==> src/rtl/faa_decomb_pkg.sv <==
package faa_decomb_pkg;
  localparam int NUM_OUT = 2;
  localparam int PORT_W  = 1;

  typedef enum logic [1:0] {
    SEL_NONE   = 2'd0,
    SEL_FIRST  = 2'd1,
    SEL_SECOND = 2'd2
  } out_sel_e;
endpackage

==> src/rtl/faa_free_finder.sv <==
module faa_free_finder #(
  parameter int N_ENTRIES = 16
) (
  input  logic [N_ENTRIES-1:0] valid_i,
  output logic [N_ENTRIES-1:0] free_oh_o,
  output logic                 full_o
);
  // lowest free index wins
  logic [N_ENTRIES:0] taken;
  assign taken[0] = 1'b0;
  for (genvar i = 0; i < N_ENTRIES; i++) begin : g_pick
    assign free_oh_o[i] = !valid_i[i] && !taken[i];
    assign taken[i+1]   = taken[i] || !valid_i[i];
  end
  assign full_o = &valid_i;
endmodule

==> src/rtl/faa_record_table.sv <==
module faa_record_table #(
  parameter int N_ENTRIES = 16,
  parameter int TAG_W     = 8,
  parameter int DATA_W    = 32,
  parameter int PORT_W    = 1
) (
  input  logic                 clk_i,
  input  logic                 rst_ni,
  input  logic                 wr_en_i,
  input  logic [N_ENTRIES-1:0] wr_oh_i,
  input  logic [TAG_W-1:0]     wr_id_i,
  input  logic [TAG_W-1:0]     wr_tag_a_i,
  input  logic [PORT_W-1:0]    wr_port_a_i,
  input  logic [TAG_W-1:0]     wr_tag_b_i,
  input  logic [PORT_W-1:0]    wr_port_b_i,
  input  logic [DATA_W-1:0]    wr_addend_i,
  input  logic                 clr_en_i,
  input  logic [N_ENTRIES-1:0] clr_oh_i,
  input  logic [TAG_W-1:0]     look_id_i,
  output logic                 hit_o,
  output logic [N_ENTRIES-1:0] hit_oh_o,
  output logic [TAG_W-1:0]     hit_tag_a_o,
  output logic [PORT_W-1:0]    hit_port_a_o,
  output logic [TAG_W-1:0]     hit_tag_b_o,
  output logic [PORT_W-1:0]    hit_port_b_o,
  output logic [DATA_W-1:0]    hit_addend_o,
  output logic [N_ENTRIES-1:0] valid_o
);
  logic [N_ENTRIES-1:0] valid_q;
  logic [TAG_W-1:0]     id_q     [N_ENTRIES];
  logic [TAG_W-1:0]     tag_a_q  [N_ENTRIES];
  logic [PORT_W-1:0]    port_a_q [N_ENTRIES];
  logic [TAG_W-1:0]     tag_b_q  [N_ENTRIES];
  logic [PORT_W-1:0]    port_b_q [N_ENTRIES];
  logic [DATA_W-1:0]    add_q    [N_ENTRIES];

  for (genvar i = 0; i < N_ENTRIES; i++) begin : g_ent
    logic set_w, clr_w;
    assign set_w = wr_en_i && wr_oh_i[i];
    assign clr_w = clr_en_i && clr_oh_i[i];

    always_ff @(posedge clk_i or negedge rst_ni) begin
      if (!rst_ni) valid_q[i] <= 1'b0;
      else if (set_w) valid_q[i] <= 1'b1;
      else if (clr_w) valid_q[i] <= 1'b0;
    end

    always_ff @(posedge clk_i) begin
      if (set_w) begin
        id_q[i]     <= wr_id_i;
        tag_a_q[i]  <= wr_tag_a_i;
        port_a_q[i] <= wr_port_a_i;
        tag_b_q[i]  <= wr_tag_b_i;
        port_b_q[i] <= wr_port_b_i;
        add_q[i]    <= wr_addend_i;
      end
    end

    assign hit_oh_o[i] = valid_q[i] && (id_q[i] == look_id_i);
  end

  always_comb begin
    hit_tag_a_o  = '0;
    hit_port_a_o = '0;
    hit_tag_b_o  = '0;
    hit_port_b_o = '0;
    hit_addend_o = '0;
    for (int i = 0; i < N_ENTRIES; i++) begin
      if (hit_oh_o[i]) begin
        hit_tag_a_o  |= tag_a_q[i];
        hit_port_a_o |= port_a_q[i];
        hit_tag_b_o  |= tag_b_q[i];
        hit_port_b_o |= port_b_q[i];
        hit_addend_o |= add_q[i];
      end
    end
  end

  assign hit_o   = |hit_oh_o;
  assign valid_o = valid_q;
endmodule

==> src/rtl/faa_split_stage.sv <==
module faa_split_stage
  import faa_decomb_pkg::*;
#(
  parameter int N_ENTRIES = 16,
  parameter int TAG_W     = 8,
  parameter int DATA_W    = 32
) (
  input  logic                 clk_i,
  input  logic                 rst_ni,
  input  logic                 load_i,
  input  logic                 hit_i,
  input  logic [N_ENTRIES-1:0] hit_oh_i,
  input  logic [TAG_W-1:0]     rsp_tag_i,
  input  logic [PORT_W-1:0]    rsp_port_i,
  input  logic [DATA_W-1:0]    rsp_data_i,
  input  logic [TAG_W-1:0]     tag_a_i,
  input  logic [PORT_W-1:0]    port_a_i,
  input  logic [TAG_W-1:0]     tag_b_i,
  input  logic [PORT_W-1:0]    port_b_i,
  input  logic [DATA_W-1:0]    addend_i,
  output logic                 busy_o,
  output logic                 free_o,
  output logic [N_ENTRIES-1:0] free_oh_o,
  output logic [NUM_OUT-1:0]   out_valid_o,
  input  logic [NUM_OUT-1:0]   out_ready_i,
  output logic [NUM_OUT-1:0][TAG_W-1:0]  out_tag_o,
  output logic [NUM_OUT-1:0][DATA_W-1:0] out_data_o
);
  logic                 a_vld_q, b_vld_q, own_q;
  logic [TAG_W-1:0]     a_tag_q, b_tag_q;
  logic [PORT_W-1:0]    a_port_q, b_port_q;
  logic [DATA_W-1:0]    a_data_q, b_data_q;
  logic [N_ENTRIES-1:0] own_oh_q;
  logic                 a_take, b_take, b_blocked;
  out_sel_e             sel [NUM_OUT];

  // second reply waits behind the first on a shared port
  assign b_blocked = a_vld_q && (a_port_q == b_port_q);
  assign a_take    = a_vld_q && out_ready_i[a_port_q];
  assign b_take    = b_vld_q && !b_blocked && out_ready_i[b_port_q];

  for (genvar p = 0; p < NUM_OUT; p++) begin : g_out
    always_comb begin
      if (a_vld_q && a_port_q == PORT_W'(p))                     sel[p] = SEL_FIRST;
      else if (b_vld_q && !b_blocked && b_port_q == PORT_W'(p))  sel[p] = SEL_SECOND;
      else                                                       sel[p] = SEL_NONE;
    end
    assign out_valid_o[p] = (sel[p] != SEL_NONE);
    assign out_tag_o[p]   = (sel[p] == SEL_SECOND) ? b_tag_q  : a_tag_q;
    assign out_data_o[p]  = (sel[p] == SEL_SECOND) ? b_data_q : a_data_q;
  end

  assign busy_o    = a_vld_q || b_vld_q;
  assign free_o    = own_q && busy_o && (!a_vld_q || a_take) && (!b_vld_q || b_take);
  assign free_oh_o = own_oh_q;

  always_ff @(posedge clk_i or negedge rst_ni) begin
    if (!rst_ni) begin
      a_vld_q <= 1'b0;
      b_vld_q <= 1'b0;
      own_q   <= 1'b0;
    end else if (load_i) begin
      a_vld_q <= 1'b1;
      b_vld_q <= hit_i;
      own_q   <= hit_i;
    end else begin
      if (a_take) a_vld_q <= 1'b0;
      if (b_take) b_vld_q <= 1'b0;
      if (free_o) own_q   <= 1'b0;
    end
  end

  always_ff @(posedge clk_i) begin
    if (load_i) begin
      a_tag_q  <= hit_i ? tag_a_i  : rsp_tag_i;
      a_port_q <= hit_i ? port_a_i : rsp_port_i;
      a_data_q <= rsp_data_i;
      b_tag_q  <= tag_b_i;
      b_port_q <= port_b_i;
      b_data_q <= rsp_data_i + addend_i;
      own_oh_q <= hit_oh_i;
    end
  end
endmodule

==> src/rtl/faa_decomb_buf.sv <==
module faa_decomb_buf
  import faa_decomb_pkg::*;
#(
  parameter int N_ENTRIES = 16,
  parameter int TAG_W     = 8,
  parameter int DATA_W    = 32
) (
  input  logic                           clk_i,
  input  logic                           rst_ni,
  input  logic                           alloc_valid_i,
  input  logic [TAG_W-1:0]               alloc_id_i,
  input  logic [TAG_W-1:0]               alloc_tag_first_i,
  input  logic [PORT_W-1:0]              alloc_port_first_i,
  input  logic [TAG_W-1:0]               alloc_tag_second_i,
  input  logic [PORT_W-1:0]              alloc_port_second_i,
  input  logic [DATA_W-1:0]              alloc_addend_i,
  output logic                           full_o,
  input  logic                           rsp_valid_i,
  output logic                           rsp_ready_o,
  input  logic [TAG_W-1:0]               rsp_tag_i,
  input  logic [PORT_W-1:0]              rsp_port_i,
  input  logic [DATA_W-1:0]              rsp_data_i,
  output logic [NUM_OUT-1:0]             out_valid_o,
  input  logic [NUM_OUT-1:0]             out_ready_i,
  output logic [NUM_OUT-1:0][TAG_W-1:0]  out_tag_o,
  output logic [NUM_OUT-1:0][DATA_W-1:0] out_data_o
);
  logic [N_ENTRIES-1:0] valid_vec, alloc_oh, lookup_oh, free_oh;
  logic                 lookup_hit, free_fire, stage_busy, alloc_fire, rsp_fire;
  logic [TAG_W-1:0]     h_tag_a, h_tag_b;
  logic [PORT_W-1:0]    h_port_a, h_port_b;
  logic [DATA_W-1:0]    h_addend;

  assign alloc_fire  = alloc_valid_i && !full_o;
  assign rsp_ready_o = !stage_busy;
  assign rsp_fire    = rsp_valid_i && rsp_ready_o;

  faa_free_finder #(.N_ENTRIES(N_ENTRIES)) u_free (
    .valid_i   (valid_vec),
    .free_oh_o (alloc_oh),
    .full_o    (full_o)
  );

  faa_record_table #(
    .N_ENTRIES(N_ENTRIES), .TAG_W(TAG_W), .DATA_W(DATA_W), .PORT_W(PORT_W)
  ) u_table (
    .clk_i        (clk_i),
    .rst_ni       (rst_ni),
    .wr_en_i      (alloc_fire),
    .wr_oh_i      (alloc_oh),
    .wr_id_i      (alloc_id_i),
    .wr_tag_a_i   (alloc_tag_first_i),
    .wr_port_a_i  (alloc_port_first_i),
    .wr_tag_b_i   (alloc_tag_second_i),
    .wr_port_b_i  (alloc_port_second_i),
    .wr_addend_i  (alloc_addend_i),
    .clr_en_i     (free_fire),
    .clr_oh_i     (free_oh),
    .look_id_i    (rsp_tag_i),
    .hit_o        (lookup_hit),
    .hit_oh_o     (lookup_oh),
    .hit_tag_a_o  (h_tag_a),
    .hit_port_a_o (h_port_a),
    .hit_tag_b_o  (h_tag_b),
    .hit_port_b_o (h_port_b),
    .hit_addend_o (h_addend),
    .valid_o      (valid_vec)
  );

  faa_split_stage #(
    .N_ENTRIES(N_ENTRIES), .TAG_W(TAG_W), .DATA_W(DATA_W)
  ) u_split (
    .clk_i       (clk_i),
    .rst_ni      (rst_ni),
    .load_i      (rsp_fire),
    .hit_i       (lookup_hit),
    .hit_oh_i    (lookup_oh),
    .rsp_tag_i   (rsp_tag_i),
    .rsp_port_i  (rsp_port_i),
    .rsp_data_i  (rsp_data_i),
    .tag_a_i     (h_tag_a),
    .port_a_i    (h_port_a),
    .tag_b_i     (h_tag_b),
    .port_b_i    (h_port_b),
    .addend_i    (h_addend),
    .busy_o      (stage_busy),
    .free_o      (free_fire),
    .free_oh_o   (free_oh),
    .out_valid_o (out_valid_o),
    .out_ready_i (out_ready_i),
    .out_tag_o   (out_tag_o),
    .out_data_o  (out_data_o)
  );
endmodule

==> config.mk <==
export PLATFORM = sky130hd
export DESIGN_NAME = faa_decomb_buf
export DESIGN_NICKNAME = d
export VERILOG_FILES = /design/src/rtl/faa_decomb_pkg.sv /design/src/rtl/faa_free_finder.sv /design/src/rtl/faa_record_table.sv /design/src/rtl/faa_split_stage.sv /design/src/rtl/faa_decomb_buf.sv
export SDC_FILE = /design/constraint.sdc
export NUM_CORES = 1
export LEC_CHECK = 0
export ABC_AREA = 1
export BUFFER_PORTS_ARGS = -buffer_cell sky130_fd_sc_hd__buf_2
export CORE_ASPECT_RATIO = 1.25
export CORE_UTILIZATION = 46
export CTS_CLUSTER_DIAMETER = 60
export DETAILED_ROUTE_END_ITERATION = 10
export PLACE_DENSITY = 0.61
export SETUP_SLACK_MARGIN = 0.1
export SLEW_MARGIN = 20
export SYNTH_ARGS = -nofsm -noshare
export SYNTH_HDL_FRONTEND = slang
export SYNTH_SLANG_ARGS = --single-unit
==> constraint.sdc <==
create_clock -name clk_i -period 14.4 [get_ports clk_i]
set_clock_uncertainty 0.1 [all_clocks]
set_input_delay 0.72 -clock clk_i [delete_from_list [all_inputs] [get_ports clk_i]]
set_output_delay 0.72 -clock clk_i [all_outputs]
set_load 0.01 [all_outputs]
* Word-level counts from Yosys, hierarchy flattened
Memories as Yosys holds them, arrays and structs flattened.
Index checks and enable logic that the tools add are counted.
** Storage, ports and cells
- Memories :: 6
- Word-level logic and storage cells :: 806
- Output and inout bits :: 84
- Bits in registers :: 117
- Input bits :: 105
- Bits in writable memories :: 928
** Cells by class
- Mux-type cells :: 434
- Add/sub/neg operators :: 1
- Bitwise logic cells :: 77
- Reductions and logical operators :: 241
- Order comparisons :: 2
- Eq/ne operators :: 19
** Memory list
- u_table.add_q :: depth 16, width 32, rd ports 16, clocked after memory_dff 0, wr ports 1, line faa_record_table.sv:35 : logic [DATA_W-1:0] add_q [N_ENTRIES];
- u_table.id_q :: depth 16, width 8, rd ports 16, clocked after memory_dff 0, wr ports 1, line faa_record_table.sv:30 : logic [TAG_W-1:0] id_q [N_ENTRIES];
- u_table.tag_a_q :: depth 16, width 8, rd ports 16, clocked after memory_dff 0, wr ports 1, line faa_record_table.sv:31 : logic [TAG_W-1:0] tag_a_q [N_ENTRIES];
- u_table.tag_b_q :: depth 16, width 8, rd ports 16, clocked after memory_dff 0, wr ports 1, line faa_record_table.sv:33 : logic [TAG_W-1:0] tag_b_q [N_ENTRIES];
- u_table.port_a_q :: depth 16, width 1, rd ports 16, clocked after memory_dff 0, wr ports 1, line faa_record_table.sv:32 : logic [PORT_W-1:0] port_a_q [N_ENTRIES];
- u_table.port_b_q :: depth 16, width 1, rd ports 16, clocked after memory_dff 0, wr ports 1, line faa_record_table.sv:34 : logic [PORT_W-1:0] port_b_q [N_ENTRIES];
** Operator list (number)
- $mux 32 :: 33
- $mux 8 :: 80
- $or 32x32->32 :: 15
- $reduce_or 32->1 :: 15
- $mux 4 :: 90
- $reduce_or 8->1 :: 45
- $or 8x8->8 :: 30
- $mux 1 :: 227
- $eq 8x8->1 :: 16
- $logic_and 1x1->1 :: 76
- $reduce_bool 2->1 :: 21
- $logic_not 1->1 :: 35
- $add 32x32->32 :: 1
- $or 1x1->1 :: 30
- $reduce_or 1->1 :: 30
- $logic_or 1x1->1 :: 17
- $reduce_and 16->1 :: 1
- $reduce_or 16->1 :: 1
- $mux 2 :: 4
- $eq 2x2->1 const B :: 2
- $lt 1x2->1 const B :: 2
- $not 1->1 :: 2
- $eq 1x1->1 :: 1

* Longest topological paths before layout
Gate-level depths: netlist of the first run.
An unclocked memory read counts as a cell.
- Depth in word-level cells :: 35
- Gate-level depth with buffers :: 28
- Gate-level depth less buffers :: 24

* Hierarchy
A second synthesis of the first run with hierarchy kept.
** Unflattened totals
- Cell total of the unflattened synthesis :: 4734
- Area total of the unflattened synthesis :: 47680.7 sq um
** Modules (own cells, without submodules)
- faa_record_table :: sequential area each 28267.1 sq um, cells an instance 3847, times used 1, area an instance 40934.3 sq um
- faa_split_stage :: sequential area each 3017.9 sq um, cells an instance 844, times used 1, area an instance 6526.3 sq um
- faa_free_finder :: sequential area each 0.0 sq um, cells an instance 38, times used 1, area an instance 196.4 sq um
- faa_decomb_buf :: sequential area each 0.0 sq um, cells an instance 5, times used 1, area an instance 23.8 sq um

* Worst setup path before layout of the first run
No wires, ideal clock.
- Path type :: register to register
- Start :: reg u_table.valid_q[0] (netlist: u_table.valid_o[0])
- End :: mem u_table.add_q[11][4] (netlist: u_table.add_q[1][100]), enable pin
- Period minus slack after synthesis :: 5.887 ns
- Buffers on the path :: 0
- Data required time :: 13.752 ns
- Arrival time :: 5.239 ns
- Stages on the path, launching flop included :: 11
- Library setup time :: 0.548 ns
- Slack :: 8.513 ns
- Path through :: dfrtp_1 -> nand2_1 -> nor2_1 -> nand2_1 -> nor2_2 -> nand2_1 -> nor2_1 -> nand2_1 -> nor2_2 -> nand3_1 -> nor3_1
** Between the ends
- Cells in the longest elaborated chain, start to end :: 22
- Elaborated cells on any way between the ends :: 140
- Those cells by class :: mux (62); reduce/logical (78)
** RTL lines
- start, declared :: line faa_record_table.sv:29 : logic [N_ENTRIES-1:0] valid_q;
- start signal, assigned by index :: line faa_record_table.sv:43 : if (!rst_ni) valid_q[i] <= 1'b0;
- start signal, assigned by index :: line faa_record_table.sv:44 : else if (set_w) valid_q[i] <= 1'b1;
- start signal, assigned by index :: line faa_record_table.sv:45 : else if (clr_w) valid_q[i] <= 1'b0;
- $logic_not 1->1 :: line faa_free_finder.sv:13 : assign taken[i+1] = taken[i] || !valid_i[i];
- $logic_or 1x1->1 (10 in a row) :: line faa_free_finder.sv:13
- $logic_not 1->1 :: line faa_free_finder.sv:12 : assign free_oh_o[i] = !valid_i[i] && !taken[i];
- $logic_and 1x1->1 :: line faa_free_finder.sv:12
- $logic_and 1x1->1 (*) :: line faa_record_table.sv:39 : assign set_w = wr_en_i && wr_oh_i[i];
- net u_table.g_ent[11].set_w :: line faa_record_table.sv:38 : logic set_w, clr_w;
- $mux 1 (*) :: line faa_record_table.sv:49 : if (set_w) begin
- $mux 1 (not written as such) (*) :: line faa_record_table.sv:55 : add_q[i] <= wr_addend_i;
- $reduce_or 32->1 (no line)
- $mux 4 (no line) / $mux 1 (equally long branches) (5 in a row)
- end, declared :: line faa_record_table.sv:35
Mark *: on every way through the listed nets, which the timed path passes. The rest lies on a longest branch.

* Worst setup path after layout of the first run
- Start :: in rsp_tag_i[7]
- End :: reg u_split.b_data_q[26] (data pin)
** Between the ends
- Cells in the longest elaborated chain, start to end :: 34
- Elaborated cells on any way between the ends :: 64
- Those cells by class :: add/sub (1); eq/ne (16); mux (16); bitwise (15); reduce/logical (16)
** RTL lines
- start, declared :: line faa_decomb_buf.sv:20 : input logic [TAG_W-1:0] rsp_tag_i,
- $eq 8x8->1 :: line faa_record_table.sv:59 : assign hit_oh_o[i] = valid_q[i] && (id_q[i] == look_id_i);
- $logic_and 1x1->1 :: line faa_record_table.sv:59
- $mux 32 :: line faa_record_table.sv:69 : if (hit_oh_o[i]) begin
- $or 32x32->32 :: line faa_record_table.sv:74 : hit_addend_o |= add_q[i];
- $mux 32 :: line faa_record_table.sv:69
- $or 32x32->32 :: line faa_record_table.sv:74
- $mux 32 :: line faa_record_table.sv:69
- $or 32x32->32 :: line faa_record_table.sv:74
- [18 not listed]
- $mux 32 :: line faa_record_table.sv:69
- $or 32x32->32 :: line faa_record_table.sv:74
- $mux 32 :: line faa_record_table.sv:69
- $or 32x32->32 :: line faa_record_table.sv:74
- $mux 32 :: line faa_record_table.sv:69
- $or 32x32->32 :: line faa_record_table.sv:74
- $mux 32 (*) :: line faa_record_table.sv:69
- $add 32x32->32 (*) :: line faa_split_stage.sv:80 : b_data_q <= rsp_data_i + addend_i;
- end signal, assigned :: line faa_split_stage.sv:80
- end, declared :: line faa_split_stage.sv:32 : logic [DATA_W-1:0] a_data_q, b_data_q;
Mark *: on every way between the ends. The rest lies on a longest branch, timed or not.
A chain may end at the register's enable or synchronous reset.

==> results.sh, run 1 <==
export IMPL_synth_nets=3699
export IMPL_hold_buffers=1
export IMPL_num_vias=28200
export IMPL_swShare_pct=26.3
export IMPL_power_frac_comb_pct=12.2
export IMPL_cp_end_kind="flip-flop"
export IMPL_powerDensity_nw_per_um2=153
export IMPL_htree_levels=3
export IMPL_cts_resized=0
export IMPL_root_buffer="clkbuf_16"
export IMPL_gp_congestion=0.949
export IMPL_grt_start_max_net_pins=83
export IMPL_rsz0062_at_grt="false"
export IMPL_final_cell_mix="nand2_1, edfxtp_1, inv_1"
export IMPL_drtIter0Drc=2819
export IMPL_cts_tree="done"
export IMPL_die_area_um2=95100
export IMPL_finalHoldViolCount=0
export IMPL_grt_overflow_total=0
export IMPL_layout_commonest_cell="nand2_1"
export IMPL_ir_drop_v=0.000101
export IMPL_dp_hpwl_mm=76.0
export IMPL_fin_util_pct=52.2
export IMPL_antenna_found_initial=15
export IMPL_clkTransAtPathRegs_ns=0.07
export IMPL_dp_slack_ns=8.22
export IMPL_critPathKind="in -> reg"
export IMPL_place_area_um2=45200
export IMPL_leakage_uw=0.0186
export IMPL_internal_power_uw=5450
export IMPL_wire_per_inst_um=25.0
export IMPL_drv_slew=0
export IMPL_synth_area_um2=43200
export IMPL_required_ns=14.74
export IMPL_clock_path_buffers=3
export IMPL_viasPerCell=5.58
export IMPL_core_um2=92900
export IMPL_layout_drive_gt1_share_pct=11.3
export IMPL_ant_nets=0
export IMPL_p_switching_uw=1950
export IMPL_setup_violations=0
export IMPL_rows=125
export IMPL_timing_final_crit_period_ns=5.55
export IMPL_post_route_drc_count=0
export IMPL_worstSetupStartpoint="rsp_tag_i[7]"
export IMPL_drt_total_wl_mm=127
export IMPL_critPathArrivalTime_ns=5.89
export IMPL_ios=189
export IMPL_grt_pass1_wl_mm=182
export IMPL_cts_buffers=100
export IMPL_worst_slack_ns=8.85
export IMPL_worstSkewPairLatency_ns=0.68
export IMPL_tightestPinTransition_ns=1.14
export IMPL_port_buffers=188
export IMPL_yosysWarnings=0
export IMPL_synth_area_leader_cell="edfxtp_1"
export IMPL_synth_seq_area_share_pct=72.5
export IMPL_ys_types=46
export IMPL_power_frac_seq_pct=51.9
export IMPL_nets=3911
export IMPL_critPathMaxFanout=31
export IMPL_post_cts_buffers=0
export IMPL_syn_inst=3562
export IMPL_r2r_start="u_table.id_q[1][29]"
export IMPL_ys_seq_elements=1045
export IMPL_cap_viol_max_count=0
export IMPL_fmax_mhz=180
export IMPL_clock_sinks=1045
export IMPL_synthTopCellsByArea="edfxtp_1, nand2_1, inv_1, nand3_1, nor2_1"
export IMPL_slew_headroom_pct=24.1
export IMPL_synth_top_area_share_pct=71.4
export IMPL_die_w_um=276
export IMPL_final_setup_tns_ns=0
export IMPL_clkPwrFrac_pct=36.0
export IMPL_status="finished, final reports clean"
export IMPL_drtPass1Iterations=6
export IMPL_grt_usage_pct=26.5
export IMPL_hp_class="in -> reg"
export IMPL_die_h_um=345
export IMPL_crit_path_start_kind="input port"
export IMPL_syn_area_per_cell_um2=12.1
export IMPL_grt_pass1_vias=27100
export IMPL_fin_area_um2=48500
export IMPL_start_util_pct=46.5
export IMPL_hold_start="rsp_data_i[25]"
export IMPL_post_route_period_util_pct=38.6
export IMPL_syn_to_final_growth_pct=12.4
worst max-delay path, stage by stage:
cell and delay (ns):
buf_2 0.36, inv_1 0.42, nand2_1 0.18, o21ai_1 0.09, inv_1 0.09, nand3_1 0.07
nor2_1 0.32, nand2_1 0.23, inv_2 0.49, buf_4 0.61, a221oi_1 0.17, nand3_1 0.21
ha_1 0.22, fa_1 0.22, nand3_1 0.08, nand2_1 0.11, a31oi_1 0.17, o21ai_0 0.55
nand2_1 0.10, nand2_1 0.14, nand4_1 0.15, nand3_1 0.11, nand2_1 0.05
per-layer routing:
layer	part of all wire [%]	GRT usage, %	vias up
li1	-	-	12900
met1	40	34.2	13900
met2	49	45.5	1224
met3	7.6	3.81	225
met4	3.6	10.4	12
met5	0.065	0	-
layout make-up:
| class | count | area, um^2 |
|---|---|---|
| multi-input cells | 2135 | 10100 |
| repair buffers | 226 | 1250 |
| diodes | 3 | 7.51 |
| flip-flops and latches | 1045 | 31300 |
| fillers | 7921 | 44400 |
| inverters | 266 | 1020 |
| clock buffers | 116 | 2580 |
| clock inverters | 68 | 719 |
| well taps | 1206 | 1510 |
power groups by stage:
stage	logic, uW	registers, uW	clock network [uW]
4_1_cts	904	3840	2690
3_5_place_dp	902	3900	0
2_1_floorplan	478	3880	0
6_report	902	3840	2660
5_1_grt	977	3860	2800
3_3_place_gp	893	3900	0
registers in the layout (all words and copies together) (netlist names):
name / cells
u_split.a_vld_q: 1
u_split.a_port_q: 1
u_table.tag_a_q: 128
u_split.own_q: 1
u_split.b_data_q: 32
u_table.add_q: 512
u_split.free_oh_o: 16
u_split.a_tag_q: 8
u_table.port_a_q: 16
u_table.port_b_q: 16
u_table.tag_b_q: 128
u_split.b_port_q: 1
u_split.b_vld_q: 1
u_split.a_data_q: 32
u_split.b_tag_q: 8
u_table.id_q: 128
u_table.valid_o: 16
cells in the mapped netlist (all sizes together):
| cell | instances |
|---|---|
| nor2 | 193 |
| o21bai | 3 |
| ha | 31 |
| nor4 | 4 |
| and3 | 1 |
| or2 | 11 |
| a21boi | 2 |
| a31oi | 6 |
| inv | 266 |
| nand3b | 8 |
| o31ai | 2 |
| xor2 | 34 |
| xnor2 | 14 |
| buf | 95 |
| a21o | 10 |
| nand2 | 1223 |
| o221ai | 2 |
| a32o | 2 |
| a211oi | 8 |
| and2 | 2 |
| o21ai | 125 |
| a22o | 33 |
| o211ai | 2 |
| nand4 | 82 |
| dfrtp | 19 |
| edfxtp | 1026 |
| fa | 1 |
| nor3b | 1 |
| nand3 | 175 |
| nor3 | 51 |
| a221oi | 69 |
| clkbuf | 21 |
| a21oi | 40 |
final timing paths:
| kind | cells past startpoint | slack (ns) | end |
|---|---|---|---|
| max | 23 | 8.85 | u_split.b_data_q[26] |
| min | 1 | 0.15 | u_split.a_data_q[25] |
| max reg2reg | 21 | 9.22 | u_split.b_data_q[31] |
| min reg2reg | 2 | 0.41 | u_table.valid_o[2] |
| max in group asynchronous | 2 | 13.41 | u_table.valid_o[7] |
| min in group asynchronous | 2 | 0.44 | u_split.a_vld_q |
cells by family (layout without fill, tap and decap cells):
logic type               Yosys count  after routing  synth area share (%)
buffers and inverters            382            676                  4.21
adder cells (fa/ha/maj)           32             32                 0.945
AND/OR/NAND/NOR                 1751           1751                  16.6
other                              0              3                     0
XOR/XNOR                          48             48                 0.991
AO/OA/AOI/OAI                    304            304                  4.75
flip-flops                      1045           1045                  72.5
stage by stage:
| stage | hold WS [ns] | total power [uW] | std cells |
|---|---|---|---|
| after floorplan | 0.324 | 4350 | 3562 |
| after global placement | 0.386 | 4790 | 4876 |
| after detailed placement | 0.406 | 4810 | 4877 |
| after CTS | 0.124 | 7430 | 5062 |
| after global routing | 0.151 | 7640 | 5064 |
| final | 0.153 | 7410 | 5065 |
Power figures use the tool's default switching activity.
==> run 2, diff against run 1 <==
PLACE_DENSITY = 0.64   (was 0.61)
clock period = 4.9 ns   (was 14.4 ns; I/O delays follow)
==> results.sh, run 2 (synthesis results as in run 1) <==
export IMPL_status="finished, final reports clean"
export IMPL_drv_slew=0
export IMPL_ir_drop_v=0.000285
export IMPL_drtIter0Drc=3141
export IMPL_post_cts_buffers=0
export IMPL_clock_path_buffers=3
export IMPL_drtPass1Iterations=6
export IMPL_dp_hpwl_mm=81.4
export IMPL_grt_overflow_total=0
export IMPL_holdWs_ns=0.0524
export IMPL_num_vias=29100
export IMPL_clkPwrFrac_pct=34.9
export IMPL_nets=4090
export IMPL_final_cell_mix="nand2_1, edfxtp_1, inv_1"
export IMPL_die_h_um=345
export IMPL_cts_resized=0
export IMPL_grt_met3_usage_pct=3.33
export IMPL_slew_headroom_pct=30.4
export IMPL_die_area_um2=95100
export IMPL_required_ns=5.22
export IMPL_use_met2_pct=46.4
export IMPL_finalHoldViolCount=0
export IMPL_critPathKind="reg -> reg"
export IMPL_grt_busiest_layer="met2"
export IMPL_clock_sinks=1045
export IMPL_total_power_uw=21600
export IMPL_powerDensity_nw_per_um2=431
export IMPL_ant_nets=0
export IMPL_root_buffer="clkbuf_16"
export IMPL_tightestPinTransition_ns=1.04
export IMPL_htree_levels=3
export IMPL_port_buffers=188
export IMPL_cts_tree="done"
export IMPL_die_w_um=276
export IMPL_gp_congestion=0.957
export IMPL_dp_slack_ns=0.347
export IMPL_drt_total_wl_mm=128
export IMPL_start_util_pct=46.5
export IMPL_cts_buffers=97
export IMPL_layout_commonest_cell="nand2_1"
export IMPL_ios=189
export IMPL_clkTransAtPathRegs_ns=0.07
export IMPL_grt_usage_pct=27.0
export IMPL_layout_drive_gt1_share_pct=12.9
export IMPL_rsz0062_at_grt="false"
export IMPL_core_um2=92900
export IMPL_p_switching_uw=5710
export IMPL_wire_per_inst_um=24.5
export IMPL_hold_buffers=97
export IMPL_viasPerCell=5.56
export IMPL_setup_violations=0
export IMPL_critPathMaxFanout=24
export IMPL_post_route_drc_count=0
export IMPL_largest_register="u_table.add_q"
export IMPL_crit_path_start_kind="flip-flop"
export IMPL_worstSkewPairLatency_ns=0.68
export IMPL_final_setup_tns_ns=0
export IMPL_fmax_mhz=221
export IMPL_cp_end_kind="flip-flop"
export IMPL_syn_to_final_growth_pct=16.3
export IMPL_cap_viol_max_count=0
export IMPL_antenna_found_initial=6
export IMPL_grt_pass1_wl_mm=186
export IMPL_hp_class="in -> reg"
export IMPL_largest_reg_flops=512
export IMPL_fill_cells=7767
export IMPL_leakage_uw=0.0195
export IMPL_power_frac_comb_pct=13.0
export IMPL_worst_slack_ns=0.373
export IMPL_critPathArrivalTime_ns=4.85
export IMPL_swShare_pct=26.4
export IMPL_power_frac_seq_pct=52.1
export IMPL_met1_usage_pct=35.0
export IMPL_grt_start_max_net_pins=59
export IMPL_grt_pass1_vias=27900
export IMPL_internal_power_uw=15900
export IMPL_rows=125
export IMPL_timing_final_crit_period_ns=4.53
export IMPL_post_route_period_util_pct=92.4
-- run 2: layer usage --
layer	up-vias	part of all wire (%)
met5	-	0.038
met4	8	3.5
met3	228	7.8
met2	1411	49
met1	14200	39
li1	13200	-
-- run 2: power by group through the flow --
stage | clock [uW] | sequential, uW | combinational (uW)
3_5_place_dp | 0 | 11500 | 2730
4_1_cts | 7610 | 11300 | 2810
5_1_grt | 7930 | 11300 | 3040
6_report | 7550 | 11300 | 2810
3_3_place_gp | 0 | 11400 | 2720
2_1_floorplan | 0 | 11400 | 1410
-- run 2: path summary, 6_finish.rpt --
kind                                        from                   end  slack [ns]  cells after the start
hold reg to reg            u_split.free_oh_o[12]   u_table.valid_o[12]        0.40                      3
setup reg to reg              u_table.id_q[1][2]  u_split.b_data_q[21]        0.37                     19
min in group asynchronous                 rst_ni    u_table.valid_o[7]        0.68                      3
setup / recovery              u_table.id_q[1][2]  u_split.b_data_q[21]        0.37                     19
hold / removal                     alloc_valid_i   u_table.id_q[1][30]        0.05                      3
max in group asynchronous                 rst_ni   u_table.valid_o[12]        3.46                      3
-- run 2: cell type report --
cell class / count / area, um^2 / share of cell area [%]
Sequential cell: 1045 / 31300 / 62.3
Multi-Input combinational cell: 2135 / 10200 / 20.2
Timing Repair Buffer: 408 / 3150 / 6.27
Clock buffer: 109 / 2510 / 5.01
Tap cell: 1206 / 1510 / 3.00
Inverter: 266 / 1020 / 2.02
Clock inverter: 62 / 604 / 1.20
Antenna cell: 1 / 2.50 / 0.00498
-- run 2: through the flow --
step | instance area, um^2 | util [%] | cells
6_report | 50200 | 54.1 | 5232
5_1_grt | 50200 | 54.1 | 5232
4_1_cts | 50200 | 54.1 | 5231
3_5_place_dp | 46100 | 49.7 | 4963
3_3_place_gp | 46100 | 49.7 | 4963
2_1_floorplan | 43200 | - | 3562
-- run 2: critical path, cell delays in order, from the launching register on --
cell	delay, ns
edfxtp_1	0.38
xnor2_1	0.35
nand3_1	0.29
nor2_1	0.40
nand2_1	0.16
inv_2	0.15
buf_12	0.24
nand2_1	0.08
nand4_1	0.09
nor2_1	0.05
nand3_1	0.24
ha_1	0.36
a21o_1	0.20
nor2_1	0.21
a21boi_0	0.19
o21ai_0	0.13
a21oi_1	0.25
o21bai_1	0.11
xor2_1	0.14
buf_4	0.14
